**config.mk**
```make
export PLATFORM = sky130hd
export DESIGN_NAME = rx_event_queue
export DESIGN_NICKNAME = d
export VERILOG_FILES = /design/src/rtl/rxq_pkg.sv /design/src/rtl/rxq_datapath.sv /design/src/rtl/rxq_ctrl.sv /design/src/rtl/rx_event_queue.sv
export SDC_FILE = /design/constraint.sdc
export NUM_CORES = 1
export LEC_CHECK = 0
export ABC_AREA = 1
export BUFFER_PORTS_ARGS = -buffer_cell sky130_fd_sc_hd__clkbuf_2
export CAP_MARGIN = 20
export CORE_MARGIN = 4
export CORE_UTILIZATION = 30
export DETAILED_ROUTE_END_ITERATION = 10
export PLACE_DENSITY = 0.57
export SETUP_SLACK_MARGIN = 0.2
export SYNTH_ARGS = -nofsm -noshare
export SYNTH_HDL_FRONTEND = slang
export SYNTH_SLANG_ARGS = --single-unit
```
**constraint.sdc**
```tcl
create_clock -name clk -period 2.95 [get_ports clk]
set_input_delay 0.1475 -clock clk [delete_from_list [all_inputs] [get_ports clk]]
set_output_delay 0.1475 -clock clk [all_outputs]
set_load 0.005 [all_outputs]
```
**src/rtl/rxq_pkg.sv**
```systemverilog
package rxq_pkg;

  // Packed status entry, most significant field first (bits 20:0 of the word)
  typedef struct packed {
    logic [3:0]  pktStatus;
    logic [1:0]  dataPid;
    logic [10:0] byteCount;
    logic [3:0]  chanNum;
  } rxEntry_t;

  localparam int ENTRY_W = $bits(rxEntry_t);
  localparam int DATA_W  = 32;

  localparam logic [7:0] OFF_PEEK  = 8'h1C;
  localparam logic [7:0] OFF_POP   = 8'h20;
  localparam logic [7:0] OFF_FLAGS = 8'h24;

  localparam logic [3:0] ST_IN_DATA    = 4'b0010;
  localparam logic [3:0] ST_XFER_DONE  = 4'b0011;
  localparam logic [3:0] ST_TOGGLE_ERR = 4'b0101;
  localparam logic [3:0] ST_CHAN_HALT  = 4'b0111;

  typedef enum logic [1:0] {
    RD_NONE  = 2'd0,
    RD_HEAD  = 2'd1,
    RD_FLAGS = 2'd2
  } rdSel_e;

  typedef struct packed {
    logic   pushEn;
    logic   popEn;
    rdSel_e rdSel;
  } qStrobe_t;

  function automatic logic isIrqStatus(input logic [3:0] st);
    return (st == ST_XFER_DONE) || (st == ST_TOGGLE_ERR) || (st == ST_CHAN_HALT);
  endfunction

endpackage

```
**src/rtl/rxq_datapath.sv**
```systemverilog
module rxq_datapath
  import rxq_pkg::*;
#(
  parameter int DEPTH = 8,
  localparam int PTR_W = $clog2(DEPTH),
  localparam int CNT_W = $clog2(DEPTH + 1)
) (
  input  logic              clk,
  input  logic              rstN,
  input  qStrobe_t          strobe,
  input  rxEntry_t          pushEntry,
  input  logic [1:0]        flagBits,
  output logic [CNT_W-1:0]  count,
  output rxEntry_t          headEntry,
  output logic [DATA_W-1:0] rdata
);

  rxEntry_t         mem [DEPTH];
  logic [PTR_W-1:0] wrPtr, rdPtr;
  logic [PTR_W-1:0] wrPtrNext, rdPtrNext;

  generate
    if ((DEPTH & (DEPTH - 1)) == 0) begin : g_pow2
      assign wrPtrNext = wrPtr + 1'b1;
      assign rdPtrNext = rdPtr + 1'b1;
    end else begin : g_wrap
      assign wrPtrNext = (wrPtr == PTR_W'(DEPTH - 1)) ? '0 : wrPtr + 1'b1;
      assign rdPtrNext = (rdPtr == PTR_W'(DEPTH - 1)) ? '0 : rdPtr + 1'b1;
    end
  endgenerate

  assign headEntry = mem[rdPtr];

  always_ff @(posedge clk) begin
    if (strobe.pushEn) mem[wrPtr] <= pushEntry;
  end

  always_ff @(posedge clk) begin
    if (!rstN) begin
      wrPtr <= '0;
      rdPtr <= '0;
      count <= '0;
    end else begin
      if (strobe.pushEn) wrPtr <= wrPtrNext;
      if (strobe.popEn)  rdPtr <= rdPtrNext;
      case ({strobe.pushEn, strobe.popEn})
        2'b10:   count <= count + 1'b1;
        2'b01:   count <= count - 1'b1;
        default: count <= count;
      endcase
    end
  end

  always_ff @(posedge clk) begin
    if (!rstN) begin
      rdata <= '0;
    end else begin
      case (strobe.rdSel)
        RD_HEAD:  rdata <= (count == '0) ? '0 : {{(DATA_W - ENTRY_W){1'b0}}, headEntry};
        RD_FLAGS: rdata <= {{(DATA_W - 2){1'b0}}, flagBits};
        default:  rdata <= '0;
      endcase
    end
  end

  AST_COUNT_BOUND: assert property (@(posedge clk) disable iff (!rstN)
    count <= CNT_W'(DEPTH));
  AST_POP_NONEMPTY: assert property (@(posedge clk) disable iff (!rstN)
    strobe.popEn |-> count != '0);
  AST_NO_OVERFLOW: assert property (@(posedge clk) disable iff (!rstN)
    (strobe.pushEn && !strobe.popEn) |-> count < CNT_W'(DEPTH));
  AST_PUSHPOP_HOLD: assert property (@(posedge clk) disable iff (!rstN)
    (strobe.pushEn && strobe.popEn) |=> count == $past(count));
  AST_RESERVED_ZERO: assert property (@(posedge clk) disable iff (!rstN)
    rdata[DATA_W-1:ENTRY_W] == '0);

endmodule

```
**src/rtl/rxq_ctrl.sv**
```systemverilog
module rxq_ctrl
  import rxq_pkg::*;
#(
  parameter int DEPTH  = 8,
  parameter int ADDR_W = 8,
  localparam int CNT_W = $clog2(DEPTH + 1)
) (
  input  logic              clk,
  input  logic              rstN,
  input  logic              pushValid,
  input  logic              regSel,
  input  logic              regWrite,
  input  logic [ADDR_W-1:0] regAddr,
  input  logic [3:0]        regByteEn,
  input  logic [1:0]        clearBits,
  input  logic [CNT_W-1:0]  count,
  input  logic [3:0]        headStatus,
  output qStrobe_t          strobe,
  output logic [1:0]        flagBits,
  output logic              notEmpty,
  output logic              popIrq,
  output logic              irqPending,
  output logic              overflowFlag
);

  logic wordAcc, rdPeek, rdPop, rdFlags, wrFlags;
  logic isEmpty, isFull, popGo, dropPush, irqHit;

  assign wordAcc = regSel && (regByteEn == 4'hF);
  assign rdPeek  = wordAcc && !regWrite && (regAddr == ADDR_W'(OFF_PEEK));
  assign rdPop   = wordAcc && !regWrite && (regAddr == ADDR_W'(OFF_POP));
  assign rdFlags = wordAcc && !regWrite && (regAddr == ADDR_W'(OFF_FLAGS));
  assign wrFlags = wordAcc &&  regWrite && (regAddr == ADDR_W'(OFF_FLAGS));

  assign isEmpty  = (count == '0);
  assign isFull   = (count == CNT_W'(DEPTH));
  assign popGo    = rdPop && !isEmpty;
  assign dropPush = pushValid && isFull && !popGo;
  assign irqHit   = popGo && isIrqStatus(headStatus);

  always_comb begin
    strobe.pushEn = pushValid && (!isFull || popGo);
    strobe.popEn  = popGo;
    if (rdPeek || rdPop) strobe.rdSel = RD_HEAD;
    else if (rdFlags)    strobe.rdSel = RD_FLAGS;
    else                 strobe.rdSel = RD_NONE;
  end

  assign notEmpty = !isEmpty;
  assign flagBits = {overflowFlag, irqPending};

  always_ff @(posedge clk) begin
    if (!rstN) begin
      popIrq       <= 1'b0;
      irqPending   <= 1'b0;
      overflowFlag <= 1'b0;
    end else begin
      popIrq <= irqHit;
      if (irqHit)                       irqPending <= 1'b1;
      else if (wrFlags && clearBits[0]) irqPending <= 1'b0;
      if (dropPush)                     overflowFlag <= 1'b1;
      else if (wrFlags && clearBits[1]) overflowFlag <= 1'b0;
    end
  end

  AST_PEEK_KEEPS: assert property (@(posedge clk) disable iff (!rstN)
    (rdPeek && !pushValid) |=> count == $past(count));
  AST_IRQ_PENDING: assert property (@(posedge clk) disable iff (!rstN)
    popIrq |-> irqPending);
  AST_EMPTY_POP_QUIET: assert property (@(posedge clk) disable iff (!rstN)
    (rdPop && isEmpty) |=> !popIrq);
  AST_DROP_FLAGS: assert property (@(posedge clk) disable iff (!rstN)
    dropPush |=> overflowFlag);
  AST_PARTIAL_IGNORED: assert property (@(posedge clk) disable iff (!rstN)
    (regSel && regByteEn != 4'hF && !pushValid) |=> count == $past(count));

endmodule

```
**src/rtl/rx_event_queue.sv**
```systemverilog
module rx_event_queue
  import rxq_pkg::*;
#(
  parameter int DEPTH  = 8,
  parameter int ADDR_W = 8
) (
  input  logic              clk,
  input  logic              rstN,
  input  logic              pushValid,
  input  logic [3:0]        pushStatus,
  input  logic [1:0]        pushPid,
  input  logic [10:0]       pushByteCount,
  input  logic [3:0]        pushChannel,
  input  logic              regSel,
  input  logic              regWrite,
  input  logic [ADDR_W-1:0] regAddr,
  input  logic [3:0]        regByteEn,
  input  logic [31:0]       regWdata,
  output logic [31:0]       regRdata,
  output logic              notEmpty,
  output logic              popIrq,
  output logic              irqPending,
  output logic              overflowFlag
);

  localparam int CNT_W = $clog2(DEPTH + 1);

  qStrobe_t         strobe;
  rxEntry_t         pushEntry, headEntry;
  logic [CNT_W-1:0] count;
  logic [1:0]       flagBits;
  logic             unusedWdata;

  assign pushEntry   = '{pktStatus: pushStatus, dataPid: pushPid,
                         byteCount: pushByteCount, chanNum: pushChannel};
  assign unusedWdata = ^regWdata[31:2];

  rxq_ctrl #(.DEPTH(DEPTH), .ADDR_W(ADDR_W)) ctrl_i (
    .clk(clk), .rstN(rstN), .pushValid(pushValid),
    .regSel(regSel), .regWrite(regWrite), .regAddr(regAddr),
    .regByteEn(regByteEn), .clearBits(regWdata[1:0]),
    .count(count), .headStatus(headEntry.pktStatus),
    .strobe(strobe), .flagBits(flagBits), .notEmpty(notEmpty),
    .popIrq(popIrq), .irqPending(irqPending), .overflowFlag(overflowFlag)
  );

  rxq_datapath #(.DEPTH(DEPTH)) dp_i (
    .clk(clk), .rstN(rstN), .strobe(strobe), .pushEntry(pushEntry),
    .flagBits(flagBits), .count(count), .headEntry(headEntry),
    .rdata(regRdata)
  );

endmodule

```
==> impl_metrics.json <==
{
  "fmax_mhz": 454,
  "antenna_found_initial": 1,
  "cts.sinks": 205,
  "finClkSkew_ns": 0.0159,
  "synth_xor_xnor_area_share": 0.00216,
  "dpl_cell_area_mm2": 0.00877,
  "gp_congestion": 0.707,
  "num_vias": 5224,
  "synth-compound-area-share": 0.0918,
  "muxShareOfSynthArea": 0,
  "peakVddDrop_v": 0.000339,
  "arrival_ns": 2.59,
  "r2r-start": "dp_i.count[2]",
  "rsz0062_at_grt": "no",
  "syn_inst": 694,
  "avgSynthCellArea_um2": 11.7,
  "syn_area_mm2": 0.00810,
  "synth-simple-area-share": 0.132,
  "criticalPathCategory": "reg -> reg",
  "tns_ns": 0,
  "drtPass1Iterations": 6,
  "core_area_mm2": 0.0263,
  "drt-total-wl_um": 17500,
  "overflow": 0,
  "antenna_left": 0,
  "wl_per_cell_um": 15.3,
  "grt_pass1_vias": 5032,
  "synth_fa_ha_area_frac": 0.00773,
  "period_needed_ns": 2.20,
  "drc": 0,
  "reg2reg_setup_slack_ns": 0.75,
  "htreeDepth": 1,
  "slew_headroom": 0.307,
  "cts_tree": "yes",
  "total_power_mw": 6.23,
  "hp-start": "regWrite",
  "power_leakage_nw": 3.69,
  "die_h_um": 172,
  "synth_top_family_by_area": "simple AND/OR/NAND/NOR gates",
  "cts_buffers": 23,
  "detailed_place_hpwl_um": 9670,
  "io_buffers": 64,
  "area_growth_pct": 21.1,
  "cp-start-kind": "register",
  "cp-startpoint": "dp_i.count[2]",
  "power_density_mw_per_mm2": 636,
  "crit_required_ns": 3.34,
  "rows": 59,
  "drive_gt1_frac": 0.176,
  "yosysWarnings": 0,
  "drv_cap": 0,
  "post-route-period-util": 0.747,
  "tightest_slew_ns": 1.04,
  "grt_max_degree": 87,
  "cts_root_buffer": "clkbuf_16",
  "ctsResizeCount": 0,
  "pin_count": 106,
  "setup_viol": 0,
  "hold_slack_ns": 0.0383,
  "clk_pin_slew_ns": 0.06,
  "cp_max_fo": 5,
  "synth_seq_cells": 205,
  "finalHoldViolCount": 0,
  "worstSkewPairLatency_ns": 0.50,
  "grtUsageTotal": 0.117,
  "cts_buffer_depth": 3,
  "start_util": 0.308,
  "drv_slew": 0,
  "yosysSeqAreaShare": 0.715,
  "synth.distinct_cells": 31,
  "design_area_mm2": 0.00980,
  "min_path_type": "in -> reg",
  "vias_per_cell": 4.57,
  "outcome": "finished clean",
  "die_x_um": 172,
  "grt_pass1_wl_um": 27000,
  "endpoint_kind": "register",
  "drt_iter0_drc": 292,
  "finalNetCount": 867,
  "die_area_mm2": 0.0297
}
where the power goes:
group / internal [mW] / leakage, nW / switching (mW)
Clock: 1.74 / 0.377 / 1.07
Combinational: 0.0806 / 1.48 / 0.132
Sequential: 3.18 / 1.83 / 0.0138
path summary, 6_finish.rpt:
| path | cells past startpoint | endpoint |
|---|---|---|
| worst min-delay path | 4 | dp_i.rdata[1] |
| worst max register to register | 13 | dp_i.count[2] |
| worst max-delay path | 13 | dp_i.count[2] |
| worst min register to register | 2 | dp_i.rdPtr[1] |
synth_stat cells (all sizes together):
library cell	n	share of area
edfxtp	168	0.62
nand2	122	0.057
nor2	99	0.047
o21ai	71	0.044
inv	42	0.020
dfxtp	37	0.091
o22ai	34	0.026
nand3	32	0.021
a21oi	29	0.022
buf	29	0.024
clkbuf	14	0.0066
ha	5	0.0077
nand4	4	0.0031
nor3	2	0.0026
clkinv	1	0.00046
conb	1	0.00046
nand3b	1	0.00093
or2	1	0.00077
xnor2	1	0.0011
xor2	1	0.0011
metal layers:
metal / up-vias / track usage / part of all wire
met4: 0 / 0.0246 / 0.016
met3: 27 / 0.0238 / 0.047
met2: 111 / 0.212 / 0.51
li1: 2597 / - / -
met1: 2489 / 0.144 / 0.43
met5: - / 0 / 0
area by class of cell:
| cell class | instances | area, um2 |
|---|---|---|
| Fill cell | 2527 | 16500 |
| Sequential cell | 205 | 5790 |
| Multi-Input combinational cell | 413 | 1950 |
| Timing Repair Buffer | 106 | 716 |
| Clock buffer | 29 | 618 |
| Tap cell | 335 | 419 |
| Inverter | 43 | 164 |
| Clock inverter | 12 | 141 |
| Antenna cell | 1 | 2.50 |
sequential cells by signal, summed over array words and instances (netlist names), named ones only:
signal	count
ctrl_i.irqPending	1
ctrl_i.overflowFlag	1
ctrl_i.popIrq	1
dp_i.count	4
dp_i.mem	168
dp_i.rdPtr	3
dp_i.rdata	21
dp_i.wrPtr	3
stage by stage:
step	instances	worst slack [ns]	util
after global routing	1144	0.473	0.373
after global placement	1075	0.752	0.334
after CTS	1143	0.739	0.373
after floorplan	704	0.811	-
after detailed placement	1075	0.687	0.334
final	1144	0.747	0.373
cells by family (layout without fill, tap and decap cells):
| group | after synthesis | after routing |
|---|---|---|
| simple gates | 261 | 261 |
| flops | 205 | 205 |
| compound gates | 134 | 134 |
| buf+inv | 86 | 190 |
| fa+ha+maj | 5 | 5 |
| xor+xnor | 2 | 2 |
| other cells | 1 | 12 |
critical path: stages (launching register included):
cell and delay [ns]:
dfxtp_1 0.31, inv_1 0.13, nand4_1 0.19, nand3_1 0.22, inv_1 0.13, ha_1 0.26
nand2_1 0.10, inv_1 0.04, nor2_1 0.16, ha_1 0.18, a21oi_1 0.05, xnor2_1 0.13
o21ai_0 0.16, inv_1 0.05
what timing repair did:
action / in CTS / in global routing
hold buffers: 27 / 0
setup buffers: 0 / 0
hold endpoints to repair: 177 / 0
layout by cell type, fill, tap and decap left out, types with 27 or more instances in the layout:
cell	count
nand2_1	121
o22ai_1	34
inv_1	40
o21ai_0	71
nand3_1	30
clkbuf_2	64
dlygate4sd3_1	27
dfxtp_1	36
edfxtp_1	168
nor2_1	88
Note: power is estimated with default switching activity, not from simulation.
